===== config.mk =====
export PLATFORM = sky130hd
export DESIGN_NAME = mbox_top
export DESIGN_NICKNAME = d
export VERILOG_FILES = /design/src/rtl/mbox_pkg.sv /design/src/rtl/mbox_ctrl.sv /design/src/rtl/mbox_dp.sv /design/src/rtl/mbox_top.sv
export SDC_FILE = /design/constraint.sdc
export NUM_CORES = 2
export LEC_CHECK = 0
export CAP_MARGIN = 20
export CORE_MARGIN = 1.5
export CORE_UTILIZATION = 50
export DETAILED_ROUTE_END_ITERATION = 10
export PLACE_DENSITY = 0.63
export SLEW_MARGIN = 0
export SYNTH_ARGS = -nofsm -noshare
export SYNTH_HDL_FRONTEND = slang
export SYNTH_SLANG_ARGS = --single-unit

===== constraint.sdc =====
create_clock -name clk -period 3.6 [get_ports clk]
set_clock_uncertainty 0.05 [all_clocks]
set_input_delay 1.08 -clock clk [delete_from_list [all_inputs] [get_ports clk]]
set_output_delay 1.08 -clock clk [all_outputs]
set_load 0.02 [all_outputs]

===== src/rtl/mbox_pkg.sv =====
package mbox_pkg;
  localparam int MB_CH   = 7;
  localparam int MB_SLOT = 32;

  typedef enum logic [1:0] {
    ST_IDLE = 2'd0,
    ST_NEW  = 2'd1,
    ST_RCVD = 2'd2,
    ST_DONE = 2'd3
  } chState_e;

  // strobes from control to datapath
  typedef struct packed {
    logic             hostApply;
    logic             copApply;
    logic [MB_CH-1:0] sendErrSet;
    logic [MB_CH-1:0] recvErrSet;
    logic             doneEntry;
    logic             newEntry;
    logic             ring;
  } mbStrobe_t;
endpackage


===== src/rtl/mbox_ctrl.sv =====
module mbox_ctrl
  import mbox_pkg::*;
#(
  parameter int NCH = MB_CH,
  localparam int CW = $clog2(NCH + 1)
) (
  input  logic               hostStWr,
  input  logic               hostStDir,
  input  logic [CW-1:0]      hostStChan,
  input  logic [1:0]         hostStVal,
  input  logic               copStWr,
  input  logic               copStDir,
  input  logic [CW-1:0]      copStChan,
  input  logic [1:0]         copStVal,
  input  logic [2*NCH-1:0]   sendStates,
  input  logic [2*NCH-1:0]   recvStates,
  output mbStrobe_t          stb
);

  function automatic logic [1:0] pickState(logic [2*NCH-1:0] vec, logic [CW-1:0] ch);
    logic [1:0] r;
    r = 2'd0;
    for (int i = 0; i < NCH; i++)
      if (ch == CW'(i)) r = vec[2*i +: 2];
    return r;
  endfunction

  // owner posts (IDLE->NEW) and retires (DONE->IDLE); peer accepts and completes
  function automatic logic moveOk(logic owner, logic [1:0] cur, logic [1:0] nxt);
    if (owner)
      return (cur == ST_IDLE && nxt == ST_NEW) || (cur == ST_DONE && nxt == ST_IDLE);
    else
      return (cur == ST_NEW && nxt == ST_RCVD) || (cur == ST_RCVD && nxt == ST_DONE);
  endfunction

  logic       hostValid, copValid, hostLegal, copLegal;
  logic [1:0] hostCur, copCur;

  always_comb begin
    hostValid = hostStWr && (hostStChan < CW'(NCH));
    copValid  = copStWr && (copStChan < CW'(NCH));
    hostCur   = hostStDir ? pickState(recvStates, hostStChan) : pickState(sendStates, hostStChan);
    copCur    = copStDir ? pickState(recvStates, copStChan) : pickState(sendStates, copStChan);
    hostLegal = hostValid && moveOk(!hostStDir, hostCur, hostStVal);
    copLegal  = copValid && moveOk(copStDir, copCur, copStVal);

    stb = '0;
    stb.hostApply = hostLegal;
    stb.copApply  = copLegal;
    for (int i = 0; i < NCH; i++) begin
      if (hostValid && !hostLegal && hostStChan == CW'(i)) begin
        if (hostStDir) stb.recvErrSet[i] = 1'b1;
        else           stb.sendErrSet[i] = 1'b1;
      end
      if (copValid && !copLegal && copStChan == CW'(i)) begin
        if (copStDir) stb.recvErrSet[i] = 1'b1;
        else          stb.sendErrSet[i] = 1'b1;
      end
    end
    stb.doneEntry = copLegal && !copStDir && copStVal == ST_DONE;
    stb.newEntry  = copLegal && copStDir && copStVal == ST_NEW;
    stb.ring      = hostLegal && (hostStDir ? hostStVal == ST_DONE : hostStVal == ST_NEW);
  end

endmodule


===== src/rtl/mbox_dp.sv =====
module mbox_dp
  import mbox_pkg::*;
#(
  parameter int NCH  = MB_CH,
  parameter int SLOT = MB_SLOT,
  localparam int CW    = $clog2(NCH + 1),
  localparam int BW    = $clog2(SLOT),
  localparam int DEPTH = 2 * NCH * SLOT,
  localparam int AW    = $clog2(DEPTH)
) (
  input  logic             clk,
  input  logic             rstN,
  input  mbStrobe_t        stb,
  input  logic             hostStDir,
  input  logic [CW-1:0]    hostStChan,
  input  logic [1:0]       hostStVal,
  input  logic             copStDir,
  input  logic [CW-1:0]    copStChan,
  input  logic [1:0]       copStVal,
  input  logic [1:0]       hostAck,
  input  logic             memWr,
  input  logic             memDir,
  input  logic [CW-1:0]    memChan,
  input  logic [BW-1:0]    memByte,
  input  logic [7:0]       memWData,
  output logic [2*NCH-1:0] sendStates,
  output logic [2*NCH-1:0] recvStates,
  output logic [NCH-1:0]   sendErr,
  output logic [NCH-1:0]   recvErr,
  output logic [NCH-1:0]   sendPend,
  output logic [NCH-1:0]   recvPend,
  output logic [1:0]       intStatus,
  output logic             doorbell,
  output logic [AW-1:0]    memAddr,
  output logic [7:0]       memRData
);

  localparam logic [AW-1:0] RECV_BASE = AW'(NCH * SLOT);

  logic [7:0] slotRam [DEPTH];
  logic       memOk;

  // channel state and sticky errors
  always_ff @(posedge clk or negedge rstN) begin
    if (!rstN) begin
      sendStates <= '0;
      recvStates <= '0;
      sendErr    <= '0;
      recvErr    <= '0;
    end else begin
      for (int i = 0; i < NCH; i++) begin
        if (stb.hostApply && !hostStDir && hostStChan == CW'(i))
          sendStates[2*i +: 2] <= hostStVal;
        else if (stb.copApply && !copStDir && copStChan == CW'(i))
          sendStates[2*i +: 2] <= copStVal;
        if (stb.hostApply && hostStDir && hostStChan == CW'(i))
          recvStates[2*i +: 2] <= hostStVal;
        else if (stb.copApply && copStDir && copStChan == CW'(i))
          recvStates[2*i +: 2] <= copStVal;
      end
      sendErr <= sendErr | stb.sendErrSet;
      recvErr <= recvErr | stb.recvErrSet;
    end
  end

  // interrupt causes latch on entry, entry wins over acknowledge
  always_ff @(posedge clk or negedge rstN) begin
    if (!rstN) begin
      intStatus <= '0;
      doorbell  <= 1'b0;
    end else begin
      if (stb.doneEntry)       intStatus[0] <= 1'b1;
      else if (hostAck[0])     intStatus[0] <= 1'b0;
      if (stb.newEntry)        intStatus[1] <= 1'b1;
      else if (hostAck[1])     intStatus[1] <= 1'b0;
      doorbell <= stb.ring;
    end
  end

  always_comb begin
    for (int i = 0; i < NCH; i++) begin
      sendPend[i] = sendStates[2*i +: 2] == ST_DONE;
      recvPend[i] = recvStates[2*i +: 2] == ST_NEW;
    end
  end

  // slot address and RAM
  assign memOk   = memChan < CW'(NCH);
  assign memAddr = (memDir ? RECV_BASE : AW'(0)) + AW'({memChan, {BW{1'b0}}}) + AW'(memByte);

  always_ff @(posedge clk) begin
    if (memWr && memOk) slotRam[memAddr] <= memWData;
    memRData <= memOk ? slotRam[memAddr] : 8'd0;
  end

endmodule


===== src/rtl/mbox_top.sv =====
module mbox_top
  import mbox_pkg::*;
#(
  parameter int NCH  = MB_CH,
  parameter int SLOT = MB_SLOT,
  localparam int CW = $clog2(NCH + 1),
  localparam int BW = $clog2(SLOT),
  localparam int AW = $clog2(2 * NCH * SLOT)
) (
  input  logic             clk,
  input  logic             rstN,
  input  logic             hostStWr,
  input  logic             hostStDir,
  input  logic [CW-1:0]    hostStChan,
  input  logic [1:0]       hostStVal,
  input  logic             copStWr,
  input  logic             copStDir,
  input  logic [CW-1:0]    copStChan,
  input  logic [1:0]       copStVal,
  input  logic [1:0]       hostAck,
  input  logic             memWr,
  input  logic             memDir,
  input  logic [CW-1:0]    memChan,
  input  logic [BW-1:0]    memByte,
  input  logic [7:0]       memWData,
  output logic [2*NCH-1:0] sendStates,
  output logic [2*NCH-1:0] recvStates,
  output logic [NCH-1:0]   sendErr,
  output logic [NCH-1:0]   recvErr,
  output logic [NCH-1:0]   sendPend,
  output logic [NCH-1:0]   recvPend,
  output logic [1:0]       intStatus,
  output logic             hostIrq,
  output logic             doorbell,
  output logic [AW-1:0]    memAddr,
  output logic [7:0]       memRData
);

  mbStrobe_t stb;

  mbox_ctrl #(.NCH(NCH)) i_ctrl (
    .hostStWr(hostStWr), .hostStDir(hostStDir), .hostStChan(hostStChan), .hostStVal(hostStVal),
    .copStWr(copStWr), .copStDir(copStDir), .copStChan(copStChan), .copStVal(copStVal),
    .sendStates(sendStates), .recvStates(recvStates), .stb(stb)
  );

  mbox_dp #(.NCH(NCH), .SLOT(SLOT)) i_dp (
    .clk(clk), .rstN(rstN), .stb(stb),
    .hostStDir(hostStDir), .hostStChan(hostStChan), .hostStVal(hostStVal),
    .copStDir(copStDir), .copStChan(copStChan), .copStVal(copStVal),
    .hostAck(hostAck), .memWr(memWr), .memDir(memDir), .memChan(memChan),
    .memByte(memByte), .memWData(memWData),
    .sendStates(sendStates), .recvStates(recvStates), .sendErr(sendErr), .recvErr(recvErr),
    .sendPend(sendPend), .recvPend(recvPend), .intStatus(intStatus), .doorbell(doorbell),
    .memAddr(memAddr), .memRData(memRData)
  );

  assign hostIrq = |intStatus;

endmodule


==> results.md <==
- Clock insertion delay at the later pin of the skew report: 0.95 ns
- Cell variety after synth: 82
- Largest net degree at the start of global routing: 103
- CP Depth: 14
- Pwr/cell area: 528 nW/um2
- Worst hold path class: reg2reg
- RR Endpoint: i_dp.memRData[0]
- Min Tclk post-route: 3.60 ns
- Final Cycle Share: 0.999
- Nets: 8279
- CTS H-tree lvls: 5
- Final Hold Viols: 0
- Max stage delay on crit path: 0.52 ns
- Final instance area: 175000 um2
- WL/cell: 34.2 um
- Crit path DAT: 4.36 ns
- TritonCTS Sinks: 3637
- TritonCTS buffer count: 372
- Final Hold Slack: 0.436 ns
- Most common cell after layout, fill and taps aside: edfxtp_1
- Flops & latches, synth: 3637
- Chip width: 535 um
- Vias in the first global route: 77400
- Total die area: 287000 um2
- RSZ-0062 raised after global routing: no
- Area Growth Syn to Fin: 23.4%
- Max cap viols: 0
- Highest-delay cell along the critical path: nor3_2
- Worst-path cell chain: buf_12, buf_12, buf_4, nor2b_4, buf_12, buf_12, buf_4, buf_4, nand2_1, a31oi_1, o21ai_0, nor3_2, o32ai_2, or3b_1
- Residual DRC: 0
- Normalized max-slew margin: 0.222
- Crit path max fanout: 16
- Buffers & Inverters on Critical Path: 7
- Post-DP HPWL: 281000 um
- Synth warnings: 0
- Fillers: 19600
- Worst reg2reg path depth: 8
- FMAX: 278 MHz
- PortBufs: 112
- Layout cells sized above 1: 0.382
- Most frequent cells in the layout: edfxtp_1 (3584), buf_4 (1102), mux4_2 (834)
- Peak VDD IR: 0.477 mV
- Initial core utilization: 0.502
- Vias per cell: 6.33
- Core box area: 282000 um2
- DRT antenna net count: 0
- CTS tree: built
- First-pass GRT wire length: 594000 um
- Netlist Area Pre-Place: 142000 um2
- Top Family by Delay on Critical Path: buffers and inverters
- Final setup fails: 0
- Initial DRC Count: 10400
- R2r startpoint: i_dp.slotRam[47][0]
- DR vias: 77900
- Ports: 113
- Seq/Total Area, Yosys: 0.769
- Initial antenna violation count: 21
- Post-synth ARST share: 0.0124
- P_leak: 57.6 nW
- Final wirelength: 421000 um
- Root buffer cell: clkbuf_16
- Grt ovf: 0
- Hold depth: 1
- WS Path Type: in2reg
- EDFF count, synth: 3584
- Most Frequent Cell on Critical Path: buf_12
- Final Wtd Congestion: 0.911
- Initial DRT Pass Iterations: 6
- Status: finished clean
- Worst slew pin tran: 1.16 ns
- GRT Total Usage: 0.296
- Cell count after synthesis: 6736
- Critical Path Sink: i_dp.memRData[0]
- Final Max Slew Viols: 0
- Critical Path Source: memByte[0]
- Synth Flop Type: edfxtp_1
- Crit end category: flip-flop
- Critical Path RT: 4.36 ns
- Placement-stage cell area: 162000 um2
- Syn Area/Cell: 21.0 um2
- Die height: 535 um
- Net Count, Synth: 6776
- Reg2Reg Setup Slack: 0.55 ns
- Site Rows: 195
- Clock-pin slew on the worst setup and hold paths: 0.06 ns
- Startpoint types: input pin
- Worst-case clock buffer depth: 4
## routing by layer
metal | GRT usage | share of wire | up-vias
met5 | 0 | 0.00016 | -
met4 | 0.113 | 0.043 | 10
met3 | 0.0540 | 0.096 | 753
met2 | 0.461 | 0.47 | 4238
met1 | 0.419 | 0.39 | 41500
li1 | - | - | 31300
## stage by stage
stage | total power [mW] | TNS, ns | utilization | setup WS, ns | std cells
2_1_floorplan | 50.6 | -354.97 | - | -0.184 | 6736
3_3_place_gp | 54.7 | -2764.78 | 0.576 | -1.48 | 11600
3_5_place_dp | 54.7 | -2634.82 | 0.576 | -1.49 | 11600
4_1_cts | 92.6 | -0.191 | 0.619 | -0.114 | 12300
5_1_grt | 94.4 | 0 | 0.620 | 0.00279 | 12300
6_report | 92.3 | 0 | 0.620 | 0.00256 | 12300
## sequential cells by signal, indices dropped and copies added, names as in the netlist
signal	cells
i_dp.memRData	8
i_dp.recvErr	7
i_dp.recvStates	14
i_dp.slotRam	3584
i_dp.doorbell	1
i_dp.sendErr	7
i_dp.intStatus	2
i_dp.sendStates	14
## repair_timing
| item | in CTS | in global routing |
|---|---|---|
| buffers inserted | 14 | 11 |
| cloned | 1 | 0 |
| pin swaps | 8 | 5 |
| hold buffers | 0 | 1 |
| gates resized for setup | 52 | 11 |
| setup endpoints to repair | 489 | 11 |
| endpoints found under the hold margin | 0 | 6 |
## worst register-to-register path, delay by kind of cell, from the launching register on
kind / cells / cell delay, ns
compound gates: 5 / 1.57
simple gates: 1 / 0.36
flops: 1 / 0.36
buf+inv: 1 / 0.14
mux: 1 / 0.47
## cells in the mapped netlist (all sizes together), types with 21 or more instances
| master | count | area, um2 |
|---|---|---|
| mux2i | 313 | 3130 |
| clkbuf | 153 | 574 |
| a221oi | 44 | 385 |
| nor2b | 33 | 206 |
| o21ai | 32 | 160 |
| buf | 258 | 1540 |
| a31oi | 28 | 175 |
| mux2 | 34 | 390 |
| o22ai | 33 | 206 |
| nand3 | 58 | 290 |
| nor2 | 510 | 1920 |
| nor3 | 21 | 105 |
| mux4 | 834 | 18800 |
| a21oi | 105 | 526 |
| a22oi | 215 | 1610 |
| nand2 | 138 | 518 |
| edfxtp | 3584 | 108000 |
| dfrtp | 45 | 1130 |
| a22o | 36 | 315 |
| a211oi | 31 | 238 |
## final cells by class
type                            instances  area, um2  area share
Sequential cell                      3637     109000       0.623
Multi-Input combinational cell       2671      33200       0.190
Timing Repair Buffer                 1540      16000      0.0912
Clock buffer                          453       9710      0.0555
Tap cell                             3743       4680      0.0268
Clock inverter                        230       2320      0.0133
Inverter                               17       73.8    0.000422
Antenna cell                           13       32.5    0.000186
## how the worst min path moves through the flow
stage | start | end | slack, ns
final | i_dp.sendErr[3] | i_dp.sendErr[3] | 0.44
after global routing | i_dp.sendErr[3] | i_dp.sendErr[3] | 0.46
after CTS | rstN | i_dp.sendStates[6] | 0.28
after detailed placement | i_dp.sendErr[3] | i_dp.sendErr[3] | 0.42
after global placement | i_dp.sendErr[3] | i_dp.sendErr[3] | 0.43
after floorplan | i_dp.recvErr[0] | i_dp.recvErr[0] | 0.55
## power by group
part           switching, mW  internal [mW]
sequential             0.242           46.7
combinational           4.25           2.84
clock                   16.4           21.9
## cells by family after synthesis
group                      Yosys count  synth area share
adders and majority gates            4          0.000406
AOI/OAI and AO/OA                  602            0.0306
buffers and inverters              428            0.0154
xor gates and xnor gates             2          0.000124
muxes                             1181             0.157
and+or+nand+nor                    882            0.0275
DFF                               3637             0.769
Power figures use the tool's default switching activity.
